**config.mk**
```make
export PLATFORM = sky130hd
export DESIGN_NAME = irq_vector_encoder
export DESIGN_NICKNAME = d
export VERILOG_FILES = /design/src/rtl/irq_vec_pkg.sv /design/src/rtl/irq_flag_cell.sv /design/src/rtl/irq_flag_bank.sv /design/src/rtl/irq_prio_pick.sv /design/src/rtl/irq_vector_encoder.sv
export SDC_FILE = /design/constraint.sdc
export NUM_CORES = 1
export LEC_CHECK = 0
export BUFFER_PORTS_ARGS = -buffer_cell sky130_fd_sc_hd__buf_4
export CORE_ASPECT_RATIO = 1.4
export CORE_MARGIN = 2
export CORE_UTILIZATION = 48
export DETAILED_ROUTE_END_ITERATION = 8
export HOLD_SLACK_MARGIN = 0.05
export PLACE_DENSITY = 0.78
export SLEW_MARGIN = 20
export SYNTH_ARGS = -nofsm -noshare
export SYNTH_HDL_FRONTEND = slang
export SYNTH_HIERARCHICAL = 1
export SYNTH_SLANG_ARGS = --single-unit
```
**constraint.sdc**
```tcl
create_clock -name clk -period 2.2 [get_ports clk]
set_clock_uncertainty 0.15 [all_clocks]
set_input_delay 0.33 -clock clk [delete_from_list [all_inputs] [get_ports clk]]
set_output_delay 0.33 -clock clk [all_outputs]
set_load 0.03 [all_outputs]
```
**src/rtl/irq_vec_pkg.sv**
```systemverilog
package irq_vec_pkg;

   localparam int VEC_W     = 5;
   localparam int MAX_GROUP = 16;

   typedef logic [VEC_W-1:0] vec_code_t;

   localparam vec_code_t CODE_NONE    = 5'h00;
   localparam vec_code_t CODE_ERR     = 5'h11;
   localparam vec_code_t CODE_RXFULL  = 5'h12;
   localparam vec_code_t CODE_RXOVR   = 5'h13;
   localparam vec_code_t CODE_TXEMPTY = 5'h14;

   // port-level condition flags, one bit each
   typedef struct packed {
      logic err;
      logic rxfull;
      logic rxovr;
      logic txempty;
   } misc_flags_t;

   localparam int MISC_N = $bits(misc_flags_t);

   function automatic vec_code_t group_code(input int idx);
      return vec_code_t'(idx + 1);
   endfunction

endpackage

```
**src/rtl/irq_flag_cell.sv**
```systemverilog
module irq_flag_cell (
   input  logic clk,
   input  logic rst_n,
   input  logic set_i,
   input  logic clr_i,
   output logic q_o
);

   always_ff @(posedge clk) begin
      if (!rst_n)
         q_o <= 1'b0;
      else if (set_i)
         q_o <= 1'b1;
      else if (clr_i)
         q_o <= 1'b0;
   end


   set_wins_chk: assert property (@(posedge clk) disable iff (!rst_n)
      set_i |=> q_o);


   clear_takes_chk: assert property (@(posedge clk) disable iff (!rst_n)
      (clr_i && !set_i) |=> !q_o);


   hold_chk: assert property (@(posedge clk) disable iff (!rst_n)
      (!set_i && !clr_i) |=> $stable(q_o));

endmodule

```
**src/rtl/irq_flag_bank.sv**
```systemverilog
module irq_flag_bank
   import irq_vec_pkg::*;
#(
   parameter int NUM_GROUPS = 16
) (
   input  logic                  clk,
   input  logic                  rst_n,
   input  logic [NUM_GROUPS-1:0] fin_set,
   input  logic [NUM_GROUPS-1:0] susp_set,
   input  logic [NUM_GROUPS-1:0] fin_clr,
   input  logic [NUM_GROUPS-1:0] susp_clr,
   input  misc_flags_t           misc_set,
   input  misc_flags_t           misc_clr,
   output logic [NUM_GROUPS-1:0] fin_q,
   output logic [NUM_GROUPS-1:0] susp_q,
   output misc_flags_t           misc_q
);

   logic [MISC_N-1:0] misc_set_v;
   logic [MISC_N-1:0] misc_clr_v;
   logic [MISC_N-1:0] misc_q_v;

   assign misc_set_v = misc_set;
   assign misc_clr_v = misc_clr;
   assign misc_q     = misc_flags_t'(misc_q_v);

   for (genvar g = 0; g < NUM_GROUPS; g++) begin : g_group
      irq_flag_cell u_fin (
         .clk   (clk),
         .rst_n (rst_n),
         .set_i (fin_set[g]),
         .clr_i (fin_clr[g]),
         .q_o   (fin_q[g])
      );
      irq_flag_cell u_susp (
         .clk   (clk),
         .rst_n (rst_n),
         .set_i (susp_set[g]),
         .clr_i (susp_clr[g]),
         .q_o   (susp_q[g])
      );
   end

   for (genvar m = 0; m < MISC_N; m++) begin : g_misc
      irq_flag_cell u_cond (
         .clk   (clk),
         .rst_n (rst_n),
         .set_i (misc_set_v[m]),
         .clr_i (misc_clr_v[m]),
         .q_o   (misc_q_v[m])
      );
   end

endmodule

```
**src/rtl/irq_prio_pick.sv**
```systemverilog
module irq_prio_pick
   import irq_vec_pkg::*;
#(
   parameter int NUM_GROUPS = 16
) (
   input  logic [NUM_GROUPS-1:0] fin_q,
   input  logic [NUM_GROUPS-1:0] susp_q,
   input  misc_flags_t           misc_q,
   input  logic                  mib_mode,
   output vec_code_t             code,
   output logic                  susp_bit,
   output logic [NUM_GROUPS-1:0] sel_fin,
   output logic [NUM_GROUPS-1:0] sel_susp,
   output misc_flags_t           sel_misc
);

   // receive-full and transmit-empty are hidden in multi-buffer mode
   misc_flags_t eligible;

   always_comb begin
      eligible         = misc_q;
      eligible.rxfull  = misc_q.rxfull  & ~mib_mode;
      eligible.txempty = misc_q.txempty & ~mib_mode;
   end

   always_comb begin
      logic found;
      found    = 1'b0;
      code     = CODE_NONE;
      susp_bit = 1'b0;
      sel_fin  = '0;
      sel_susp = '0;
      sel_misc = '0;
      // ascending scan: the first hit is the lowest code
      for (int g = 0; g < NUM_GROUPS; g++) begin
         if (!found && susp_q[g]) begin
            sel_susp[g] = 1'b1;
            code        = group_code(g);
            susp_bit    = 1'b1;
            found       = 1'b1;
         end else if (!found && fin_q[g]) begin
            sel_fin[g] = 1'b1;
            code       = group_code(g);
            found      = 1'b1;
         end
      end
      if (!found && eligible.err) begin
         sel_misc.err = 1'b1;
         code         = CODE_ERR;
         found        = 1'b1;
      end
      if (!found && eligible.rxfull) begin
         sel_misc.rxfull = 1'b1;
         code            = CODE_RXFULL;
         found           = 1'b1;
      end
      if (!found && eligible.rxovr) begin
         sel_misc.rxovr = 1'b1;
         code           = CODE_RXOVR;
         found          = 1'b1;
      end
      if (!found && eligible.txempty) begin
         sel_misc.txempty = 1'b1;
         code             = CODE_TXEMPTY;
      end
   end

endmodule

```
**src/rtl/irq_vector_encoder.sv**
```systemverilog
module irq_vector_encoder
   import irq_vec_pkg::*;
#(
   parameter int NUM_GROUPS = 16,
   parameter int WORD_W     = 32
) (
   input  logic                  clk,
   input  logic                  rst_n,
   input  logic                  mib_mode,
   input  logic [NUM_GROUPS-1:0] tg_fin_set,
   input  logic [NUM_GROUPS-1:0] tg_susp_set,
   input  logic                  err_set,
   input  logic                  rxovr_set,
   input  logic                  rxfull_set,
   input  logic                  txempty_set,
   input  logic                  host_rd,
   input  logic                  data_wr,
   output logic [WORD_W-1:0]     vec_word,
   output logic                  irq
);

   localparam int CODE_LSB = 1;
   localparam int USED_W   = CODE_LSB + VEC_W;

   if (NUM_GROUPS < 1 || NUM_GROUPS > MAX_GROUP) begin : g_bad_groups
      $error("NUM_GROUPS must lie in 1..16 so group codes stay below 11h");
   end
   if (WORD_W < USED_W) begin : g_bad_word
      $error("WORD_W too narrow for code and type bit");
   end

   logic [NUM_GROUPS-1:0] fin_q, susp_q;
   logic [NUM_GROUPS-1:0] sel_fin, sel_susp;
   logic [NUM_GROUPS-1:0] fin_clr, susp_clr;
   misc_flags_t           misc_q, sel_misc, misc_set, misc_clr;
   vec_code_t             code;
   logic                  susp_bit;

   always_comb begin
      misc_set.err     = err_set;
      misc_set.rxfull  = rxfull_set;
      misc_set.rxovr   = rxovr_set;
      misc_set.txempty = txempty_set;
   end

   // read-to-clear hits only the source the word names; data write owns txempty
   assign fin_clr  = sel_fin  & {NUM_GROUPS{host_rd}};
   assign susp_clr = sel_susp & {NUM_GROUPS{host_rd}};

   always_comb begin
      misc_clr.err     = host_rd & sel_misc.err;
      misc_clr.rxfull  = host_rd & sel_misc.rxfull;
      misc_clr.rxovr   = host_rd & sel_misc.rxovr;
      misc_clr.txempty = data_wr;
   end

   irq_flag_bank #(
      .NUM_GROUPS (NUM_GROUPS)
   ) u_bank (
      .clk      (clk),
      .rst_n    (rst_n),
      .fin_set  (tg_fin_set),
      .susp_set (tg_susp_set),
      .fin_clr  (fin_clr),
      .susp_clr (susp_clr),
      .misc_set (misc_set),
      .misc_clr (misc_clr),
      .fin_q    (fin_q),
      .susp_q   (susp_q),
      .misc_q   (misc_q)
   );

   irq_prio_pick #(
      .NUM_GROUPS (NUM_GROUPS)
   ) u_pick (
      .fin_q    (fin_q),
      .susp_q   (susp_q),
      .misc_q   (misc_q),
      .mib_mode (mib_mode),
      .code     (code),
      .susp_bit (susp_bit),
      .sel_fin  (sel_fin),
      .sel_susp (sel_susp),
      .sel_misc (sel_misc)
   );

   always_comb begin
      vec_word                      = '0;
      vec_word[CODE_LSB +: VEC_W]   = code;
      vec_word[0]                   = susp_bit;
   end

   assign irq = |code;


   mib_reserved_chk: assert property (@(posedge clk) disable iff (!rst_n)
      mib_mode |-> (code != CODE_RXFULL && code != CODE_TXEMPTY));


   one_pick_chk: assert property (@(posedge clk) disable iff (!rst_n)
      $onehot0({sel_fin, sel_susp, sel_misc}));


   group_over_err_chk: assert property (@(posedge clk) disable iff (!rst_n)
      (misc_q.err && !(|fin_q) && !(|susp_q)) |-> (code == CODE_ERR));


   txe_read_keeps_chk: assert property (@(posedge clk) disable iff (!rst_n)
      (host_rd && code == CODE_TXEMPTY && !data_wr) |=> misc_q.txempty);


   wr_clears_txe_chk: assert property (@(posedge clk) disable iff (!rst_n)
      (data_wr && !txempty_set) |=> !misc_q.txempty);


   read_advances_chk: assert property (@(posedge clk) disable iff (!rst_n)
      (host_rd && code != CODE_NONE && code != CODE_TXEMPTY && !(|tg_fin_set)
       && !(|tg_susp_set) && !err_set && !rxovr_set && !rxfull_set && !txempty_set)
      |=> ((vec_word != $past(vec_word)) || (mib_mode != $past(mib_mode))));


   upper_zero_chk: assert property (@(posedge clk) disable iff (!rst_n)
      vec_word[WORD_W-1:USED_W] == '0);

endmodule

```
=== Yosys cells after proc, flatten, opt, wreduce, memory -nomap -nowiden ===
Cells that the tools add are included.

* Word-level logic and storage cells: 342
* Input port bits: 41
* Latch bits: 0
* Output and inout port bits: 33
* Memory bits (writable): 0
* Flip-flop bits (word level): 36
* Memories: 0
* Bits in read-only memories: 0

* Div/mod/pow operators: 0
* Shift operators: 0
* Mux-type cells: 208
* Bitwise logic cells: 8
* $lt $le $gt $ge: 0
* Reductions and logical operators: 90
* $mul: 0
* Add/subtract/negate cells: 0
* Equality and inequality tests: 0

{| class="wikitable"
|+ Operators with widths
! cell !! number
|-
| $mux W5 || 35
|-
| $mux W1 || 173
|-
| $reduce_bool A2 Y1 || 36
|-
| $logic_and A1 B1 Y1 || 34
|-
| $and A16 B16 Y16 || 2
|-
| $logic_not A1 Y1 || 19
|-
| $and A1 B1 Y1 || 5
|-
| $reduce_or A5 Y1 || 1
|-
| $not A1 Y1 || 1
|}

=== Logic depth before layout (Yosys ltp) ===
* Depth in word-level cells: 75
* Gate-level depth with buffers: 8
* Gate-level depth less buffers: 8

=== Modules after synthesis ===
The synthesis kept the hierarchy.

{| class="wikitable"
|+ By module, submodules not included
! module !! cells each !! seq. area each (µm²) !! area each (µm²) !! times used
|-
| irq_flag_cell || 3 || 20.0 || 41.3 || 36
|-
| irq_prio_pick || 121 || 0.0 || 777.0 || 1
|-
| irq_vector_encoder || 69 || 0.0 || 496.7 || 1
|}

=== Worst setup path after synthesis ===
OpenSTA, ideal clock, no wires.

* Kind: register -> output
* From: register u_bank.g_group[3].u_susp.q_o
* To: output port irq
* Path buffers: 1
* Data required time: 1.720 ns
* Setup slack: -1.056 ns
* Arrival: 2.776 ns
* Cell stages (with the launch flop): 8
* Cell sequence: dfxtp_1 nor4_4 nand3_2 or4b_1 buf_2 o31ai_1 nor3_1 nand2_1

* Cells in the longest elaborated chain, start to end: 63
* Elaborated cells between the ends (all ways): 103
* Classes of those cells: mux: 57; reduce/logical: 46

{| class="wikitable"
|+ RTL lines
! item !! RTL line !! RTL
|-
| from (decl) || irq_flag_cell.sv:6 || <nowiki>output logic q_o</nowiki>
|-
| from (signal assigned) || irq_flag_cell.sv:11 || <nowiki>q_o <= 1'b0;</nowiki>
|-
| from (signal assigned) || irq_flag_cell.sv:13 || <nowiki>q_o <= 1'b1;</nowiki>
|-
| from (signal assigned) || irq_flag_cell.sv:15 || <nowiki>q_o <= 1'b0;</nowiki>
|-
| $logic_and A1 B1 Y1 (*) || irq_prio_pick.sv:36 || <nowiki>if (!found && susp_q[g]) begin</nowiki>
|-
| $mux W1 || irq_prio_pick.sv:36 ||
|-
| $logic_not A1 Y1 || irq_prio_pick.sv:36, irq_prio_pick.sv:41 ||
|-
| $logic_and A1 B1 Y1 || irq_prio_pick.sv:41 || <nowiki>end else if (!found && fin_q[g]) begin</nowiki>
|-
| $mux W1 || irq_prio_pick.sv:41 ||
|-
| $mux W1 || irq_prio_pick.sv:36 ||
|-
| $logic_not A1 Y1 || irq_prio_pick.sv:36, irq_prio_pick.sv:41 ||
|-
| $logic_and A1 B1 Y1 || irq_prio_pick.sv:41 ||
|-
| (+48 left out) || n/a ||
|-
| $logic_not A1 Y1 || irq_prio_pick.sv:57 || <nowiki>if (!found && eligible.rxovr) begin</nowiki>
|-
| $logic_and A1 B1 Y1 || irq_prio_pick.sv:57 ||
|-
| $mux W1 || irq_prio_pick.sv:57 ||
|-
| $logic_not A1 Y1 || irq_prio_pick.sv:62 || <nowiki>if (!found && eligible.txempty) begin</nowiki>
|-
| $logic_and A1 B1 Y1 || irq_prio_pick.sv:62 ||
|-
| $mux W5 (*) || irq_prio_pick.sv:62 ||
|-
| net vec_word[2] || irq_vector_encoder.sv:18 || <nowiki>output logic [WORD_W-1:0] vec_word,</nowiki>
|-
| $reduce_or A5 Y1 (*) || irq_vector_encoder.sv:93 || <nowiki>assign irq = |code;</nowiki>
|-
| to (decl) || irq_vector_encoder.sv:19 || <nowiki>output logic irq</nowiki>
|}

Mark *: on every way through the listed nets, which the timed path passes. The rest lies on a longest branch.

=== Worst setup path after layout ===
* From: register u_bank.g_group[9].u_susp.q_o
* To: output port irq

* Cells in the longest elaborated chain, start to end: 39
* Elaborated cells between the ends (all ways): 61
* Classes of those cells: mux: 33; reduce/logical: 28

{| class="wikitable"
|+ RTL lines
! item !! RTL line !! RTL
|-
| from (decl) || irq_flag_cell.sv:6 ||
|-
| from (signal assigned) || irq_flag_cell.sv:11 ||
|-
| from (signal assigned) || irq_flag_cell.sv:13 ||
|-
| from (signal assigned) || irq_flag_cell.sv:15 ||
|-
| $logic_and A1 B1 Y1 (*) || irq_prio_pick.sv:36 ||
|-
| $mux W1 || irq_prio_pick.sv:36 ||
|-
| $logic_not A1 Y1 || irq_prio_pick.sv:36, irq_prio_pick.sv:41 ||
|-
| $logic_and A1 B1 Y1 || irq_prio_pick.sv:41 ||
|-
| $mux W1 || irq_prio_pick.sv:41 ||
|-
| $mux W1 || irq_prio_pick.sv:36 ||
|-
| $logic_not A1 Y1 || irq_prio_pick.sv:36, irq_prio_pick.sv:41 ||
|-
| $logic_and A1 B1 Y1 || irq_prio_pick.sv:41 ||
|-
| (+23 left out) || n/a ||
|-
| $mux W1 || irq_prio_pick.sv:52 || <nowiki>if (!found && eligible.rxfull) begin</nowiki>
|-
| $logic_not A1 Y1 || irq_prio_pick.sv:57 ||
|-
| $logic_and A1 B1 Y1 || irq_prio_pick.sv:57 ||
|-
| $mux W1 || irq_prio_pick.sv:57 ||
|-
| $logic_not A1 Y1 || irq_prio_pick.sv:62 ||
|-
| $logic_and A1 B1 Y1 || irq_prio_pick.sv:62 ||
|-
| $mux W5 (*) || irq_prio_pick.sv:62 ||
|-
| $reduce_or A5 Y1 (*) || irq_vector_encoder.sv:93 ||
|}

Mark *: on every way between the ends. The rest lies on a longest branch, timed or not.

==> results summary <==
The number of nets in the final layout came out at 450. The proportion of synthesized area in mux cells is 0. The number of H-tree levels came out at 2. The number of antenna diodes in the final layout is 0. The cell that appears most often on the critical path is sky130_fd_sc_hd__nand2_2. In the routed layout, each cell is associated on average with a via count of 5.268. The final max-slew violation count came out at 0. For this run, design rule violations remaining after detail routing come to 0. For this run, global-route usage on met1 was measured as 0.2152. The clock period minus final worst setup slack came out at 2.807 ns.

The reported leakage power came out at roughly 1.8 nW. The distinct cell type count after synthesis came out at 45. The final setup slack of the worst path is -0.6069 ns.

STA classifies the critical path endpoint as a primary output. Summed over all instances, the cell type with the most area after synthesis is sky130_fd_sc_hd__dfxtp_1. The clock buffer count from CTS came out at 5. The arrival time of the worst setup path came out at 2.33 ns. The number of top-level pins came out at 74. Setup violations remaining at the end of the flow were counted as 20. The type of the worst setup path is reg2out. The netlist area before placement came out at 0.002760 mm2. The die covers 0.006382 mm2.

The number of flip-flops and latches in the synthesized netlist is 36. Dividing the synthesized area by the synthesized cell count gives 9.262 um2. The share of async-settable or async-resettable flops after synthesis came out at 0.

The area of the core is 0.005525 mm2. Ranked by total cell area, the synthesized netlist is headed by sky130_fd_sc_hd__dfxtp_1 26%, sky130_fd_sc_hd__nor2b_4 18%, sky130_fd_sc_hd__o21a_1 9.8%. The initial utilization of the core area, before any placement, comes to 0.4995. The non-filler instance count after layout is 478. The number of placed instances, taps included came out at between 400 and 500. The synthesis-to-finish area growth came out at 42.79%.

The compound-cell area share of the yosys netlist is 0.1582. The synthesized design contains 0 enable-type register cells. The area fraction of the dominant cell type after synthesis is 0.2611. The weighted congestion at the end of routability-driven global placement is ~0.84.

The fill cell instance count of the final layout came out at approximately 400. For this design, the CTS-stage hold fixing added 0 buffers. The number of iterations in the first detailed-routing pass came out at 4. At the later pin of the worst-skew pair, clock insertion delay measures 0.29 ns. The number of DRC markers in iteration 0 is 156. TritonCTS built the clock tree. In this run the remaining antenna-violating nets after routing total 0. The half-perimeter wire length of the detailed placement result is 4951 um.

Of the synthesized area, sequential elements account for 0.2611. The power density over the cells came out at 509.8 mW/mm2. Entering global routing, the biggest net connects 37 pins. Yosys printed 6 warnings. The worst IR drop on VDD came out at 0.4302 mV. The clock tree root buffer cell is sky130_fd_sc_hd__clkbuf_8.

The total number of placement rows is 32. The finished cells cover 0.003941 mm2. For this run the aggregate overflow at the end of global routing stands at 0. The share of post-route cells with drive strength above 1 came out at 0.5707. The switching power of the nets is 0.6015 mW. The cell area after placement is 0.003527 mm2. The wire length per cell came out at about 16 um.

The area occupied by multi-input gates came out at about 0.0021 mm2. The library cell used most frequently in the layout, excluding fill and tap cells, is sky130_fd_sc_hd__buf_4. The library cell contributing the largest single delay on the critical path is sky130_fd_sc_hd__or4b_4. Data on the critical path is required at its endpoint by between 1.5 and 2 ns. The number of buffers on the longest clock path came out at 2. The storage element area came out at 738.2 um2. The internal portion of the total power is between 1 and 1.5 mW. The height of the die is 93.73 um. The number of clock sinks seen by CTS is 36. The maximum fanout count along the critical path came out at 4.

The simple-gate share of the synthesized area came out at 0.4905. Setup repair after global routing could not meet its margin everywhere. The checks that failed: negative setup slack. Of the total synthesized cell area, the portion taken by XOR and XNOR cells is 0. Of the total power, the share spent switching nets is 0.2994.

The highest achievable clock rate came out at 356.3 MHz. The number of antenna violations at the first check in global routing came to 0. The global-route wire length before repair is ~11000 um. The count of mapped cells out of synthesis is 298. The flow ran to the end, but the final reports show violations. Walking the worst path, the cells encountered are nor4_4, nand2_2, or4b_4, o31ai_4, nor3_2, nand2_2, buf_6. After synthesis, the largest family of logic cells by area is simple AND/OR/NAND/NOR gates. The class of the worst hold path is in2reg. In this run the most used layer during global routing was met2. The number of global-route vias before repair is around 2.5k. For this run, the total global-route usage over all layers was measured as 0.2210. The via count is 2518. The post-synthesis adder-cell area fraction came out at 0. In this run the horizontal extent of the chip is 68.09 um.

The power share of the sequential group came out at 0.375. The final clock period utilization by the worst path came out at 1.276. The met3 usage in global routing is 0.04317. The number of port buffers came out at 47. The met2 global-route usage is 0.4304. In the layout the commonest cells are 99 x sky130_fd_sc_hd__buf_4, 36 x sky130_fd_sc_hd__nor2b_4, 36 x sky130_fd_sc_hd__o21a_1. For this run, the leading register cell type out of synthesis is sky130_fd_sc_hd__dfxtp_1.

The final count of hold timing violations came out at 0. The number of maximum-capacitance violations came out at 0. The sort of element at the start of the critical path is a flop. The part of the total power dissipated in the clock network came out at 0.327. The share of total power dissipated in combinational logic is 0.299.

The clock-pin slew on the worst setup and hold paths came out at about 0.08 ns. For this block, the routed nets add up to approximately 7500 um of wire. The delay of the slowest critical-path stage is 0.55 ns.
==> critical path, delay by kind of cell, from the launching register on <==
kind	cells	cell delay (ns)
AOI/OAI and AO/OA	1	0.32
buffers and inverters	1	0.13
and+or+nand+nor	5	1.24
DFF	1	0.35
==> metal layers <==
metal / up-vias / wire length (um)
met5: - / 0
met2: 92 / 4121
met1: 1202 / 2765
li1: 1203 / -
met3: 21 / 341
met4: 0 / 256
==> path summary, 6_finish.rpt <==
| kind | endpoint | from | slack (ns) | cells after the start |
|---|---|---|---|---|
| worst max-delay path | irq | u_bank/g_group[9].u_susp/q_o$_SDFFE_PN0P_ | -0.61 | 7 |
| worst min-delay path | u_bank/g_group[7].u_fin/q_o$_SDFFE_PN0P_ | tg_fin_set[7] | 0.08 | 2 |
| worst max register to register | u_bank/g_misc[3].u_cond/q_o$_SDFFE_PN0P_ | u_bank/g_group[9].u_susp/q_o$_SDFFE_PN0P_ | -0.30 | 8 |
| worst min register to register | u_bank/g_misc[0].u_cond/q_o$_SDFFE_PN0P_ | u_bank/g_misc[0].u_cond/q_o$_SDFFE_PN0P_ | 0.48 | 2 |
==> synthesized netlist by cell type (4+ instances only) <==
cell                       number
sky130_fd_sc_hd__a21oi_1        8
sky130_fd_sc_hd__and2_1         7
sky130_fd_sc_hd__and2_2        35
sky130_fd_sc_hd__and3_1         7
sky130_fd_sc_hd__and3b_1        4
sky130_fd_sc_hd__buf_4         28
sky130_fd_sc_hd__dfxtp_1       36
sky130_fd_sc_hd__inv_1          4
sky130_fd_sc_hd__nand2_1       12
sky130_fd_sc_hd__nand2b_1       4
sky130_fd_sc_hd__nand3_1        4
sky130_fd_sc_hd__nor2_1        17
sky130_fd_sc_hd__nor2b_4       36
sky130_fd_sc_hd__nor3_1         8
sky130_fd_sc_hd__nor3b_1        5
sky130_fd_sc_hd__nor4_1         5
sky130_fd_sc_hd__o21a_1        36
==> timing repair <==
item                                    CTS  global route
pin swaps                                 8            19
resized for setup                        24            33
endpoints found under the setup margin   17            26
setup buffers                             6             7
==> registers in the layout (all words and copies together) (netlist names) <==
| name | cells |
|---|---|
| u_bank/g_group.u_susp/q_o | 16 |
| u_bank/g_group.u_fin/q_o | 16 |
| u_bank/g_misc.u_cond/q_o | 4 |
==> power groups by stage <==
| stage | logic (mW) | clock network, mW | registers (mW) |
|---|---|---|---|
| 2_1_floorplan | 0.340 | 0 | 0.773 |
| 3_5_place_dp | 0.533 | 0 | 0.762 |
| 3_3_place_gp | 0.525 | 0 | 0.758 |
| 6_report | 0.600 | 0.656 | 0.753 |
| 4_1_cts | 0.556 | 0.674 | 0.749 |
| 5_1_grt | 0.636 | 0.701 | 0.759 |
==> logic make-up (layout without fill, tap and decap cells) <==
group	after synthesis	in the layout
AOI/OAI and AO/OA	61	61
DFF	36	36
other	1	26
and+or+nand+nor	164	164
buffers and inverters	36	123
==> through the flow <==
stage	power [mW]	util	TNS [ns]	setup slack, ns	hold slack, ns
after floorplan	1.113	-	-0.6380	-0.3460	0.2974
after global placement	1.284	0.6384	-0.6454	-0.1652	0.3888
after detailed placement	1.295	0.6384	-1.086	-0.2170	0.3900
after CTS	1.979	0.6864	-4.108	-0.4904	0.08301
after global routing	2.096	0.7133	-6.463	-0.6508	0.08121
final	2.009	0.7133	-4.745	-0.6069	0.07871
==> final cells by class <==
cell class | count | share of cell area
repair buffers | 111 | 0.2229
multi-input cells | 251 | 0.5324
clock inverters | 1 | 0.007619
flip-flops and latches | 36 | 0.1873
well taps | 68 | 0.02159
clock buffers | 7 | 0.02444
inverters | 4 | 0.003810
Power figures use the tool's default switching activity.
